## config.mk

```make
export PLATFORM = sky130hd
export DESIGN_NAME = dual_cpu_doorbell
export DESIGN_NICKNAME = d
export VERILOG_FILES = /design/src/rtl/doorbell_pkg.sv /design/src/rtl/doorbell_decode.sv /design/src/rtl/doorbell_datapath.sv /design/src/rtl/dual_cpu_doorbell.sv
export SDC_FILE = /design/constraint.sdc
export NUM_CORES = 1
export LEC_CHECK = 0
export BUFFER_PORTS_ARGS = -buffer_cell sky130_fd_sc_hd__buf_2
export CORE_ASPECT_RATIO = 0.75
export CORE_MARGIN = 1.5
export CORE_UTILIZATION = 35
export DETAILED_ROUTE_END_ITERATION = 10
export PLACE_DENSITY = 0.62
export SLEW_MARGIN = 20
export SYNTH_ARGS = -nofsm -noshare
export SYNTH_HDL_FRONTEND = slang
export SYNTH_HIERARCHICAL = 1
export SYNTH_SLANG_ARGS = --single-unit
```

## constraint.sdc

```tcl
create_clock -name clk -period 2.3 [get_ports clk]
set_input_delay 0.23 -clock clk [delete_from_list [all_inputs] [get_ports clk]]
set_output_delay 0.23 -clock clk [all_outputs]
set_load 0.1 [all_outputs]
```

## src/rtl/doorbell_pkg.sv

```systemverilog
package doorbell_pkg;

  typedef enum logic [2:0] {
    RS_NONE,
    RS_CTRL,
    RS_MASK,
    RS_SETCLR,
    RS_STATUS,
    RS_COUNT,
    RS_VERSION
  } regSel_e;

  // Strobes from one port's decoder to the datapath.
  typedef struct packed {
    logic        wrCtrl;
    logic        wrMask;
    logic        wrSetClr;
    logic        rdEn;
    logic        rdBank;
    regSel_e     rdSel;
    logic [31:0] wrData;
  } portStrobe_t;

  localparam int NUM_PROC   = 2;
  localparam int HALF_WORD  = 16;
  localparam int RX_EN_BIT  = 0;
  localparam int TX_EN_BIT  = 16;

endpackage

```

## src/rtl/doorbell_decode.sv

```systemverilog
module doorbell_decode
  import doorbell_pkg::*;
#(
  parameter int ADDR_W  = 10,
  parameter int PORT_ID = 0
) (
  input  logic              valid,
  input  logic              write,
  input  logic [ADDR_W-1:0] addr,
  input  logic [31:0]       wrData,
  output portStrobe_t       strobe
);

  localparam logic [ADDR_W-1:0] COUNT_ADDR = ADDR_W'('h3F0);
  localparam logic [ADDR_W-1:0] VER_ADDR   = ADDR_W'('h3F4);
  localparam logic              OWN_BANK   = 1'(PORT_ID);

  logic       inBanks;
  logic       bankSel;
  logic [1:0] regOff;
  logic       aligned;
  logic       wrOwn;

  assign inBanks = (addr[ADDR_W-1:5] == '0);
  assign bankSel = addr[4];
  assign regOff  = addr[3:2];
  assign aligned = (addr[1:0] == 2'b00);
  assign wrOwn   = valid && write && inBanks && aligned && (bankSel == OWN_BANK);

  always_comb begin
    strobe          = '0;
    strobe.wrData   = wrData;
    strobe.rdBank   = bankSel;
    strobe.rdSel    = RS_NONE;
    strobe.wrCtrl   = wrOwn && (regOff == 2'd0);
    strobe.wrMask   = wrOwn && (regOff == 2'd1);
    strobe.wrSetClr = wrOwn && (regOff == 2'd2);
    strobe.rdEn     = valid && !write;
    if (inBanks && aligned) begin
      unique case (regOff)
        2'd0:    strobe.rdSel = RS_CTRL;
        2'd1:    strobe.rdSel = RS_MASK;
        2'd2:    strobe.rdSel = RS_SETCLR;
        default: strobe.rdSel = RS_STATUS;
      endcase
    end else if (addr == COUNT_ADDR) begin
      strobe.rdSel = RS_COUNT;
    end else if (addr == VER_ADDR) begin
      strobe.rdSel = RS_VERSION;
    end
  end

endmodule

```

## src/rtl/doorbell_datapath.sv

```systemverilog
module doorbell_datapath
  import doorbell_pkg::*;
#(
  parameter int NUM_CH    = 16,
  parameter int VER_MAJOR = 1,
  parameter int VER_MINOR = 0
) (
  input  logic                             clk,
  input  logic                             rstN,
  input  portStrobe_t [NUM_PROC-1:0]       strobes,
  output logic [NUM_PROC-1:0][31:0]        rdData,
  output logic [NUM_PROC-1:0]              irqRx,
  output logic [NUM_PROC-1:0]              irqTx,
  output logic [NUM_PROC-1:0][NUM_CH-1:0]  flagState
);

  localparam logic [7:0] VER_BYTE = {4'(VER_MAJOR), 4'(VER_MINOR)};

  logic [NUM_PROC-1:0]             ctrlRxAll;
  logic [NUM_PROC-1:0]             ctrlTxAll;
  logic [NUM_PROC-1:0][NUM_CH-1:0] maskRxAll;
  logic [NUM_PROC-1:0][NUM_CH-1:0] maskTxAll;
  logic [NUM_PROC-1:0][NUM_CH-1:0] flagsAll;
  logic [NUM_PROC-1:0][NUM_CH-1:0] setAll;
  logic [NUM_PROC-1:0][NUM_CH-1:0] ackAll;

  assign flagState = flagsAll;

  for (genvar p = 0; p < NUM_PROC; p++) begin : gProc
    localparam int PEER = NUM_PROC - 1 - p;

    logic              ctrlRxQ;
    logic              ctrlTxQ;
    logic [NUM_CH-1:0] maskRxQ;
    logic [NUM_CH-1:0] maskTxQ;
    logic [NUM_CH-1:0] flagsQ;
    logic              irqRxQ;
    logic              irqTxQ;
    logic [31:0]       rdQ;
    logic [31:0]       rdNext;
    logic              rdB;

    assign setAll[p] = strobes[p].wrSetClr ? strobes[p].wrData[HALF_WORD +: NUM_CH] : '0;
    assign ackAll[p] = strobes[p].wrSetClr ? strobes[p].wrData[0 +: NUM_CH]         : '0;

    // Enables and masks belong to the owning processor only.
    always_ff @(posedge clk) begin
      if (!rstN) begin
        ctrlRxQ <= 1'b0;
        ctrlTxQ <= 1'b0;
        maskRxQ <= '1;
        maskTxQ <= '1;
      end else begin
        if (strobes[p].wrCtrl) begin
          ctrlRxQ <= strobes[p].wrData[RX_EN_BIT];
          ctrlTxQ <= strobes[p].wrData[TX_EN_BIT];
        end
        if (strobes[p].wrMask) begin
          maskRxQ <= strobes[p].wrData[0 +: NUM_CH];
          maskTxQ <= strobes[p].wrData[HALF_WORD +: NUM_CH];
        end
      end
    end

    // Occupied flags: set by the owner, cleared by the peer, set wins.
    always_ff @(posedge clk) begin
      if (!rstN) flagsQ <= '0;
      else       flagsQ <= (flagsQ & ~ackAll[PEER]) | setAll[p];
    end

    always_ff @(posedge clk) begin
      if (!rstN) begin
        irqRxQ <= 1'b0;
        irqTxQ <= 1'b0;
      end else begin
        irqRxQ <= ctrlRxQ && |(flagsAll[PEER] & ~maskRxQ);
        irqTxQ <= ctrlTxQ && |(~flagsQ & ~maskTxQ);
      end
    end

    assign rdB = strobes[p].rdBank;

    always_comb begin
      unique case (strobes[p].rdSel)
        RS_CTRL:    rdNext = {15'b0, ctrlTxAll[rdB], 15'b0, ctrlRxAll[rdB]};
        RS_MASK:    rdNext = {16'(maskTxAll[rdB]), 16'(maskRxAll[rdB])};
        RS_STATUS:  rdNext = {16'b0, 16'(flagsAll[rdB])};
        RS_COUNT:   rdNext = {24'b0, 8'(NUM_CH)};
        RS_VERSION: rdNext = {24'b0, VER_BYTE};
        default:    rdNext = '0;
      endcase
    end

    always_ff @(posedge clk) begin
      if (!rstN)                rdQ <= '0;
      else if (strobes[p].rdEn) rdQ <= rdNext;
      else                      rdQ <= '0;
    end

    assign ctrlRxAll[p] = ctrlRxQ;
    assign ctrlTxAll[p] = ctrlTxQ;
    assign maskRxAll[p] = maskRxQ;
    assign maskTxAll[p] = maskTxQ;
    assign flagsAll[p]  = flagsQ;
    assign irqRx[p]     = irqRxQ;
    assign irqTx[p]     = irqTxQ;
    assign rdData[p]    = rdQ;
  end

endmodule

```

## src/rtl/dual_cpu_doorbell.sv

```systemverilog
module dual_cpu_doorbell
  import doorbell_pkg::*;
#(
  parameter int NUM_CH    = 16,
  parameter int ADDR_W    = 10,
  parameter int VER_MAJOR = 1,
  parameter int VER_MINOR = 0
) (
  input  logic              clk,
  input  logic              rstN,
  input  logic              p0Valid,
  input  logic              p0Write,
  input  logic [ADDR_W-1:0] p0Addr,
  input  logic [31:0]       p0WrData,
  output logic [31:0]       p0RdData,
  input  logic              p1Valid,
  input  logic              p1Write,
  input  logic [ADDR_W-1:0] p1Addr,
  input  logic [31:0]       p1WrData,
  output logic [31:0]       p1RdData,
  output logic              p0RxIrq,
  output logic              p0TxIrq,
  output logic              p1RxIrq,
  output logic              p1TxIrq
);

  logic [NUM_PROC-1:0]              validV;
  logic [NUM_PROC-1:0]              writeV;
  logic [NUM_PROC-1:0][ADDR_W-1:0]  addrV;
  logic [NUM_PROC-1:0][31:0]        wdataV;
  portStrobe_t [NUM_PROC-1:0]       strobes;
  logic [NUM_PROC-1:0][31:0]        rdV;
  logic [NUM_PROC-1:0]              irqRxV;
  logic [NUM_PROC-1:0]              irqTxV;
  logic [NUM_PROC-1:0][NUM_CH-1:0]  flagState;

  assign validV = {p1Valid, p0Valid};
  assign writeV = {p1Write, p0Write};
  assign addrV  = {p1Addr, p0Addr};
  assign wdataV = {p1WrData, p0WrData};

  for (genvar p = 0; p < NUM_PROC; p++) begin : gDec
    doorbell_decode #(.ADDR_W(ADDR_W), .PORT_ID(p)) uDec (
      .valid  (validV[p]),
      .write  (writeV[p]),
      .addr   (addrV[p]),
      .wrData (wdataV[p]),
      .strobe (strobes[p])
    );
  end

  doorbell_datapath #(
    .NUM_CH(NUM_CH), .VER_MAJOR(VER_MAJOR), .VER_MINOR(VER_MINOR)
  ) uDp (
    .clk       (clk),
    .rstN      (rstN),
    .strobes   (strobes),
    .rdData    (rdV),
    .irqRx     (irqRxV),
    .irqTx     (irqTxV),
    .flagState (flagState)
  );

  assign p0RdData = rdV[0];
  assign p1RdData = rdV[1];
  assign p0RxIrq  = irqRxV[0];
  assign p1RxIrq  = irqRxV[1];
  assign p0TxIrq  = irqTxV[0];
  assign p1TxIrq  = irqTxV[1];

endmodule

```

# Yosys cells after proc, flatten, opt, wreduce, memory -nomap -nowiden
# Cells that the tools add are included.
[totals]
ff_bits = 168
input_bits = 90
output_inout_bits = 68
wordCells = 125
[classes]
order_cmp = 2
n_eq_ne = 18
muxes = 34
bitwise_logic = 17
n_reduce_logical = 38
[ops]
columns = ["operator", "count"]
rows = [
  ["$mux W16", 16],
  ["$pmux W32 S4", 2],
  ["$not A16 Y16", 8],
  ["$and A16 B16 Y16", 6],
  ["$reduce_or A16 Y1", 4],
  ["$eq A10 B10 Y1 const B", 4],
  ["$or A16 B16 Y16", 2],
  ["$logic_and A1 B1 Y1", 22],
  ["$eq A3 B3 Y1 const B", 6],
  ["$mux W3", 6],
  ["$pmux W3 S3", 2],
  ["$logic_not A5 Y1", 2],
  ["$logic_not A2 Y1", 4],
  ["$mux W1", 8],
  ["$eq A3 B1 Y1 const B", 2],
  ["$eq A3 B2 Y1 const B", 2],
  ["$eq A2 B1 Y1 const B", 2],
  ["$eq A2 B2 Y1 const B", 2],
  ["$lt A1 B2 Y1 const B", 2],
  ["$reduce_and A2 Y1", 2],
  ["$reduce_or A2 Y1", 2],
  ["$logic_not A1 Y1", 2],
  ["$not A1 Y1", 1],
]

# Depth between registers and ports, before layout
# Gate-level depths: netlist of the first run.
[logic_depth]
depth_word = 9
ltp_mapped = 11
mapped_depth_nobuf = 9

# Cells and area by module
# Netlist of the first run, hierarchy kept.
[modules_own_cells]
columns = ["mod", "n_inst", "cells_each", "area_each_um2", "seq_area_each_um2"]
rows = [
  ["doorbell_datapath", 1, 754, 7257.0, 3363.2],
  ["doorbell_decode at gDec[1].uDec", 1, 58, 430.4, 0.0],
  ["doorbell_decode at gDec[0].uDec", 1, 58, 429.2, 0.0],
]

# Worst setup path before layout of the first run
# No wires, ideal clock.
[synth_path]
path_type = "input port to flip-flop"
startpoint = "input port p0Addr[1]"
endpoint = "register uDp.gProc[0].rdQ[10]"
setup_ns = 0.059
t_arrival_ns = 2.022
required_ns = 2.241
path_slack_ns = 0.219
stages = 8
path_buffers = 2
cell_sequence = "or4_4 -> nor2_1 -> a32o_1 -> or3b_1 -> buf_6 -> buf_8 -> o22ai_1 -> and2_1"
[synth_rtl]
columns = ["item", "line", "rtl"]
rows = [
  ["from (decl)", "dual_cpu_doorbell.sv:13", "input logic [ADDR_W-1:0] p0Addr,"],
  ["to (signal assigned)", "doorbell_datapath.sv:96", "else if (strobes[p].rdEn) rdQ <= rdNext;"],
  ["to (decl)", "doorbell_datapath.sv:39", "logic [31:0] rdQ;"],
]

==> results of run 1 <==
-- power groups by stage --
stage               sequential [mW]  clock, mW  combinational (mW)
global route                   2.91       3.01               0.315
global placement               2.98          0               0.290
finish                         2.91       2.85               0.293
floorplan                      2.98          0               0.236
CTS                            2.91       2.88               0.291
detailed placement             2.98          0               0.290
-- registers in the layout (all words and copies together), names as in the netlist --
name / cells
uDp/gProc.flagsQ: 32
uDp/gProc.irqRxQ: 2
uDp/gProc.ctrlRxQ: 2
uDp/gProc.maskTxQ: 32
uDp/gProc.irqTxQ: 2
uDp/gProc.maskRxQ: 32
uDp/gProc.rdQ: 64
uDp/gProc.ctrlTxQ: 2
-- layout by cell type, fill, tap and decap left out, types with 15 or more instances in the layout --
master,instances
dfxtp_1,168
mux2i_1,158
inv_1,30
nor2b_1,40
nor2_1,49
nand2_1,111
and2_1,33
buf_4,15
o22ai_1,50
clkbuf_16,17
a22oi_1,32
buf_2,157
-- kinds of logic (layout without fill, tap and decap cells) --
| kind of cell | after synthesis | after routing | synth area share |
|---|---|---|---|
| and+or+nand+nor | 268 | 268 | 0.163 |
| muxes | 158 | 158 | 0.195 |
| adders and majority gates | 8 | 8 | 0.0123 |
| other | 0 | 3 | 0 |
| DFF | 168 | 168 | 0.414 |
| buffers and inverters | 150 | 246 | 0.112 |
| AOI/OAI and AO/OA | 118 | 118 | 0.104 |
-- layer usage --
metal / up-vias / part of all wire / wire length (um)
li1: 3119 / - / -
met1: 3075 / 0.48 / 11100
met2: 196 / 0.44 / 10300
met3: 29 / 0.069 / 1600
met4: 4 / 0.011 / 255
met5: - / 0.0011 / 26
-- synth_stat cells (all sizes together) (5+ instances only) --
| cell type | number |
|---|---|
| a22oi | 32 |
| a31oi | 6 |
| and2 | 35 |
| buf | 97 |
| clkbuf | 21 |
| dfxtp | 168 |
| ha | 8 |
| inv | 31 |
| mux2i | 158 |
| nand2 | 111 |
| nand2b | 6 |
| nand3 | 5 |
| nor2 | 50 |
| nor2b | 40 |
| nor3 | 7 |
| o211ai | 10 |
| o22ai | 50 |
-- worst max-delay path by stage --
stage | start | endpoint | slack, ns | cells past startpoint
final | p0Addr[1] | uDp/gProc[0].rdQ[14] | 0.35 | 8
after global routing | p1Addr[9] | uDp/gProc[1].rdQ[13] | 0.17 | 8
after CTS | p0Addr[1] | uDp/gProc[0].rdQ[6] | 0.37 | 8
after detailed placement | p0Addr[1] | uDp/gProc[0].rdQ[6] | -0.09 | 8
after global placement | p0Addr[1] | uDp/gProc[0].rdQ[9] | -0.04 | 8
after floorplan | p0Addr[1] | uDp/gProc[0].rdQ[10] | 0.22 | 8
-- layout make-up --
cell class,instances,area [um2]
antenna,3,7.51
clock buffer,17,425
clock inverter,15,149
fill,2318,13500
inverter,32,124
multi-input combinational,552,3850
sequential,168,3360
tap,300,375
timing repair buffer,182,1100
-- per-stage QoR --
step	cells	power (mW)	TNS (ns)	area (um2)
after detailed placement	1234	3.27	-1.50	8810
final	1269	6.05	0	9390
after global routing	1266	6.23	0	9380
after floorplan	870	3.21	0	8120
after global placement	1234	3.27	-0.526	8810
after CTS	1266	6.08	0	9380
-- worst register-to-register path: cells and delay by family (launching register included) --
family / cells / cell delay, ns
flops: 1 / 0.48
simple gates: 1 / 0.16
compound gates: 3 / 0.59
==> flow_metrics.py, run 1 <==
metrics = {
    "outcome": {
        "status": "completed",
    },
    "synth": {
        "synth_area_um2": 8120,
        "avgSynthCellArea_um2": 9.33,
        "seq_area_frac_synth": 0.414,
        "syn-num-nets": 968,
        "synth_area_leaders": "dfxtp_1, mux2i_1, buf_4, nand2_1, o22ai_1",
        "ys_types": 41,
        "yosys.area.top_type": "dfxtp_1",
        "synth-async-reset-ratio": 0,
        "synth_edf_count": 0,
        "syn_inst": 870,
        "ys.flop_type": "dfxtp_1",
        "ys_ff_latch": 168,
        "ys_warn_count": 6,
        "yosysTopAreaCellShare": 0.414,
    },
    "clock_network": {
        "post-cts-setup-buffer-count": 0,
        "cts_htree_levels": 4,
        "clkTransAtPathRegs_ns": 0.07,
        "tritoncts": "done",
        "clockBufferDepth": 2,
        "cts_resized": 0,
        "cts_buffers": 17,
        "clk_latency_ns": 0.43,
        "ctsHoldBuffers": 0,
        "cts_num_sinks": 168,
        "root_buffer": "clkbuf_16",
    },
    "grt": {
        "grt_usage": 0.196,
        "gr-usage-met3": 0.0493,
        "globalRouteOverflowTotal": 0,
        "grt_max_degree": 81,
        "grt_busiest_layer": "met2",
        "grt_util_met2": 0.305,
        "grt_pass1_vias": 6134,
        "met1_usage": 0.270,
        "antenna_found_initial": 4,
        "grt_pass1_wl_um": 35200,
    },
    "sta": {
        "worst_pin_slew_ns": 0.898,
        "hold_slack_ns": 0.0269,
        "setup_viol_count_final": 0,
        "period_share": 0.850,
        "maxSlewHeadroom": 0.401,
        "hold_viol_final": 0,
        "fin_skew_ns": 0.00950,
        "clock.fmax_ghz": 0.512,
        "period_minus_slack_ns": 1.95,
        "slew_viol_final": 0,
        "rsz0062_at_grt": "false",
        "setup_ws_ns": 0.345,
    },
    "power": {
        "sw_frac_of_total": 0.233,
        "pwr-share-seq": 0.481,
        "p_clk_frac": 0.471,
        "p_int_mw": 4.64,
        "leakagePower_nw": 3.96,
        "switchingPower_mw": 1.41,
        "ir_worst_vdd_mv": 0.516,
        "power_density_nw_per_um2": 644,
        "comb_power_share": 0.048,
    },
    "worst_setup_path": {
        "startpoint_type": "primary input",
        "worst_path_max_delay_cell": "nor2_1",
        "r2r-start": "uDp/gProc[0].maskRxQ[15]",
        "r2r_setup_slack_ns": 0.93,
        "rr_worst_depth": 4,
        "worstSetupEndpointType": "register",
        "path_cells": "buf_2 > or4_4 > nor2_1 > buf_4 > a22o_1 > nor3_1 > nor2_1 > and2_1",
        "worstPathMaxFanout": 16,
        "r2r-end": "uDp/gProc[0].irqRxQ",
        "path_class": "primary input to register",
        "cp.arrival_ns": 2.33,
        "cp_common_cell": "nor2_1",
        "critPathRequiredTime_ns": 2.67,
        "path_buf_inv": 2,
        "cp_top_family": "simple AND/OR/NAND/NOR gates",
        "cp_slowest_stage_delay_ns": 0.67,
    },
    "route": {
        "wl_per_cell_um": 18.4,
        "vias_per_cell": 5.06,
        "route.detailed.drc": 0,
        "totalWireLength_um": 23300,
        "vias": 6423,
        "detail-route-antenna-nets": 0,
        "drtIter0Drc": 468,
        "dr.pass1.iters": 5,
    },
    "placement": {
        "gp_congestion": 0.822,
        "portBuffers": 157,
        "dp.final_hpwl_um": 17500,
        "preCtsSetupSlack_ns": -0.0898,
    },
    "min_path": {
        "hold_path.class": "primary input to register",
        "worstHoldStart": "p1WrData[23]",
        "min_to": "uDp/gProc[1].maskTxQ[7]",
        "holdPathStages": 3,
    },
    "floorplan": {
        "start_util": 0.355,
        "fp.dieW_um": 179,
        "ios": 158,
        "die_area_um2": 24100,
        "core-area_um2": 22900,
        "die_h_um": 135,
        "row_count": 48,
    },
    "layout": {
        "syn_to_final_growth_pct": 15.7,
        "layout-drive-gt1-share": 0.237,
        "nets": 1051,
        "final_core_util": 0.410,
    },
    "run": {
        "drv_cap": 0,
    },
}
No activity file was read; power rests on OpenSTA's default activity.
==> run 2, diff against run 1 <==
Settings changed: PLACE_DENSITY 0.62 to 0.64.
Clock period 2.3 ns to 1.75 ns, I/O delays scaled along.
==> flow_metrics.py, run 2 (same netlist as run 1, synthesis figures left out) <==
metrics = {
    "floorplan": {
        "fp.dieW_um": 179,
        "core-area_um2": 22900,
        "die_area_um2": 24100,
        "ios": 158,
        "start_util": 0.355,
        "row_count": 48,
        "die_h_um": 135,
    },
    "sta": {
        "period_minus_slack_ns": 1.70,
        "period_share": 0.971,
        "maxSlewHeadroom": 0.413,
        "setup_viol_count_final": 0,
        "hold_slack_ns": 0.0129,
        "setup_ws_ns": 0.0513,
        "slew_viol_final": 0,
        "fin_setup_tns_ns": 0,
        "fin_skew_ns": 0.00920,
        "hold_viol_final": 0,
        "worst_pin_slew_ns": 0.880,
        "clock.fmax_ghz": 0.589,
    },
    "worst_setup_path": {
        "path_cells": "buf_2 > or4_4 > nor2_4 > a32o_2 > or3b_4 > buf_12 > o22ai_1 > and2_1",
        "worstSetupEndpointType": "register",
        "critPathRequiredTime_ns": 2.12,
        "startpoint_type": "primary input",
        "cp_top_family": "simple AND/OR/NAND/NOR gates",
        "worstPathMaxFanout": 17,
        "worst_path_max_delay_cell": "or4_4",
        "path_class": "primary input to register",
        "path_buf_inv": 2,
        "cp_slowest_stage_delay_ns": 0.55,
        "cp.arrival_ns": 2.07,
    },
    "route": {
        "wl_per_cell_um": 18.6,
        "dr.pass1.iters": 7,
        "totalWireLength_um": 24800,
        "vias_per_cell": 5.05,
        "drtIter0Drc": 598,
        "route.detailed.drc": 0,
        "vias": 6730,
        "detail-route-antenna-nets": 0,
    },
    "min_path": {
        "hold_path.class": "primary input to register",
    },
    "clock_network": {
        "cts_num_sinks": 168,
        "post-cts-setup-buffer-count": 0,
        "clk_latency_ns": 0.43,
        "cts_htree_levels": 4,
        "cts_buffers": 17,
        "root_buffer": "clkbuf_16",
        "clkTransAtPathRegs_ns": 0.06,
        "clockBufferDepth": 2,
        "tritoncts": "done",
    },
    "grt": {
        "grt_max_degree": 92,
        "met1_usage": 0.300,
        "gr-usage-met3": 0.0543,
        "grt_pass1_wl_um": 37200,
        "globalRouteOverflowTotal": 0,
        "grt_busiest_layer": "met2",
        "grt_usage": 0.208,
        "grt_pass1_vias": 6267,
        "antenna_found_initial": 1,
        "grt_util_met2": 0.308,
    },
    "layout": {
        "final_core_util": 0.440,
        "mostFrequentLayoutCells": "dfxtp_1, mux2i_1, buf_2",
        "layout-drive-gt1-share": 0.258,
        "final_common_cell": "dfxtp_1",
        "fin_cells": 1332,
        "final_area_um2": 10100,
        "antennaDiodeCount": 0,
        "syn_to_final_growth_pct": 24.0,
        "nets": 1117,
        "largest_register_ffs": 64,
        "regMostFlops": "uDp/gProc.rdQ",
    },
    "placement": {
        "portBuffers": 157,
        "preCtsSetupSlack_ns": -0.503,
        "gp_congestion": 0.875,
        "dp.final_hpwl_um": 18700,
        "placed_cells": 1262,
        "placed_cell_area_um2": 9070,
    },
    "outcome": {
        "status": "completed",
    },
    "power": {
        "power_density_nw_per_um2": 807,
        "leakagePower_nw": 4.32,
        "ir_worst_vdd_mv": 0.688,
        "fin_total_pwr_mw": 8.13,
    },
    "run": {
        "drv_cap": 0,
    },
}
-- run 2: layout make-up --
cell class | instances | area, um2
clock inverters | 10 | 119
fillers | 2254 | 12800
repair buffers | 248 | 1710
well taps | 300 | 375
inverters | 32 | 124
multi-input cells | 552 | 3890
clock buffers | 22 | 484
flip-flops and latches | 168 | 3360
-- run 2: worst register-to-register path, delay by kind of cell, from the launching register on --
kind | cells | cell delay [ns]
AOI/OAI and AO/OA | 3 | 0.73
and+or+nand+nor | 1 | 0.18
DFF | 1 | 0.42
-- run 2: what timing repair did --
action | 4_1_cts | 5_1_grt
endpoints found under the setup margin | 31 | 42
hold endpoints to repair | 38 | 0
hold buffers | 38 | 0
resized for setup | 2 | 4
-- run 2: path summary, 6_finish.rpt --
| kind | startpoint | to | slack (ns) | cells past startpoint |
|---|---|---|---|---|
| setup / recovery | p0Addr[9] | uDp/gProc[0].rdQ[11] | 0.05 | 8 |
| hold / removal | p0WrData[24] | uDp/gProc[0].maskTxQ[8] | 0.01 | 3 |
| setup reg to reg | uDp/gProc[0].maskRxQ[15] | uDp/gProc[0].irqRxQ | 0.25 | 4 |
| hold reg to reg | uDp/gProc[0].maskRxQ[1] | uDp/gProc[0].maskRxQ[1] | 0.52 | 2 |
-- run 2: layer usage --
metal	vias up	share of wire
li1	3243	-
met1	3198	0.47
met2	266	0.44
met3	21	0.081
met4	2	0.0077
met5	-	0.00040
-- run 2: power breakdown --
part / leakage, nW / switching (mW) / internal, mW
registers: 1.36 / 0.000859 / 3.82
logic: 2.68 / 0.242 / 0.241
clock network: 0.288 / 1.56 / 2.26
total: 4.32 / 1.81 / 6.32
==> run 3, diff against run 2 <==
--- a/config.mk
+++ b/config.mk
@@ -6,10 +6,10 @@
 export NUM_CORES = 1
 export LEC_CHECK = 0
-export BUFFER_PORTS_ARGS = -buffer_cell sky130_fd_sc_hd__buf_2
-export CORE_ASPECT_RATIO = 0.75
+export CORE_ASPECT_RATIO = 1.25
 export CORE_MARGIN = 1.5
 export CORE_UTILIZATION = 35
 export DETAILED_ROUTE_END_ITERATION = 10
-export PLACE_DENSITY = 0.64
+export DONT_BUFFER_PORTS = 1
+export PLACE_DENSITY = 0.58
 export SLEW_MARGIN = 20
 export SYNTH_ARGS = -nofsm -noshare
==> constraint.sdc (replaced) <==
create_clock -name clk -period 1.75 [get_ports clk]
set_input_delay 0.0875 -clock clk [delete_from_list [all_inputs] [get_ports clk]]
set_output_delay 0.0875 -clock clk [all_outputs]
set_load 0.1 [all_outputs]
==> flow_metrics.py, run 3 (same netlist as run 1, synthesis figures left out) <==
metrics = {
    "sta": {
        "hold_viol_final": 113,
        "hold_slack_ns": -0.267,
        "slew_viol_final": 0,
        "period_minus_slack_ns": 1.67,
        "fin_skew_ns": 0.00718,
        "worst_pin_slew_ns": 0.721,
        "clock.fmax_ghz": 0.600,
        "maxSlewHeadroom": 0.518,
        "rsz0062_at_grt": "false",
        "setup_viol_count_final": 0,
        "period_share": 0.952,
    },
    "clock_network": {
        "clk_latency_ns": 0.43,
        "cts_htree_levels": 4,
        "cts_buffers": 17,
        "post-cts-setup-buffer-count": 0,
        "clkTransAtPathRegs_ns": 0.07,
        "ctsHoldBuffers": 10,
        "tritoncts": "done",
        "root_buffer": "clkbuf_16",
        "clockBufferDepth": 2,
        "cts_num_sinks": 168,
    },
    "power": {
        "power_density_nw_per_um2": 848,
        "fin_total_pwr_mw": 7.94,
        "ir_worst_vdd_mv": 0.671,
        "leakagePower_nw": 3.76,
    },
    "floorplan": {
        "core-area_um2": 22900,
        "row_count": 62,
        "die_area_um2": 24100,
        "ios": 158,
        "fp.dieW_um": 139,
        "start_util": 0.355,
        "die_h_um": 173,
    },
    "worst_setup_path": {
        "worstPathMaxFanout": 3,
        "critPathRequiredTime_ns": 2.07,
        "worstSetupEndpointType": "register",
        "startpoint_type": "primary input",
        "cp.arrival_ns": 1.99,
        "rr_worst_depth": 3,
        "r2r_setup_slack_ns": 0.18,
        "path_class": "primary input to register",
    },
    "grt": {
        "grt_max_degree": 109,
        "antenna_found_initial": 0,
        "grt_pass1_vias": 6340,
        "globalRouteOverflowTotal": 0,
        "grt_pass1_wl_um": 36600,
        "grt_usage": 0.203,
    },
    "layout": {
        "final_core_util": 0.409,
        "antennaDiodeCount": 0,
        "final_common_cell": "dfxtp_1",
        "largest_register_ffs": 64,
        "regMostFlops": "uDp/gProc.rdQ",
        "syn_to_final_growth_pct": 15.4,
        "layout-drive-gt1-share": 0.182,
        "mostFrequentLayoutCells": "dfxtp_1, mux2i_1, nand2_1",
        "nets": 991,
        "fin_cells": 1193,
    },
    "route": {
        "dr.pass1.iters": 10,
        "drtIter0Drc": 463,
        "vias_per_cell": 5.22,
        "wl_per_cell_um": 20.3,
        "totalWireLength_um": 24200,
        "vias": 6225,
        "route.detailed.drc": 9,
        "detail-route-antenna-nets": 0,
    },
    "placement": {
        "dp.final_hpwl_um": 18000,
        "gp_congestion": 0.850,
        "placed_cells": 1152,
        "portBuffers": 0,
    },
    "run": {
        "drv_cap": 0,
    },
    "min_path": {
        "hold_path.class": "primary input to register",
        "holdPathStages": 1,
    },
    "outcome": {
        "violations": "DRC, hold timing",
        "status": "complete, but fails checks",
    },
}
==> run 3: through the flow <==
step	instance area [um2]	setup WS, ns	setup TNS, ns	hold slack, ns
3_5_place_dp	8660	-0.310	-17.95	0.169
2_1_floorplan	8180	-0.104	-3.63	0.306
4_1_cts	9380	0.113	0	-0.282
3_3_place_gp	8660	-0.298	-15.82	0.166
6_report	9370	0.0833	0	-0.267
5_1_grt	9370	0.00441	0	-0.280
==> run 3: path summary, 6_finish.rpt <==
| path | from | end |
|---|---|---|
| max reg2reg | uDp/gProc[1].ctrlRxQ | uDp/gProc[1].irqRxQ |
| min | rstN | uDp/gProc[1].maskTxQ[4] |
| min reg2reg | uDp/gProc[0].maskRxQ[8] | uDp/gProc[0].maskRxQ[8] |
| max | p0Addr[9] | uDp/gProc[0].rdQ[4] |
==> run 3: layout make-up <==
cell class / instances / area, um2
fill: 2292 / 13500
multi-input combinational: 552 / 3870
sequential: 168 / 3360
timing repair buffer: 122 / 1030
clock buffer: 19 / 453
tap: 288 / 360
clock inverter: 12 / 165
inverter: 32 / 124
==> run 3: per-layer routing <==
metal,part of all wire,GRT usage,vias up
met4,0.029,0.0816,0
met3,0.076,0.0657,37
li1,-,-,2983
met5,0,0,-
met1,0.35,0.205,3026
met2,0.54,0.383,179
==> run 3: worst max-delay path, stage by stage <==
cell and delay [ns]:
or4_4 0.54, nor2_4 0.11, buf_4 0.11, a22o_1 0.15, buf_4 0.12, nand2_1 0.06, nand3_1 0.11, dlygate4sd3_1 0.56
buf_4 0.10, nor3_2 0.03
==> run 3: power by group <==
group / internal (mW) / leakage, nW / switching [mW]
Sequential: 3.82 / 1.36 / 0.000831
Combinational: 0.0995 / 2.11 / 0.0629
Clock: 2.34 / 0.299 / 1.61
==> run 3: timing repair <==
action,4_1_cts,5_1_grt
gates resized for setup,0,1
endpoints found under the setup margin,0,15
hold endpoints to repair,138,126
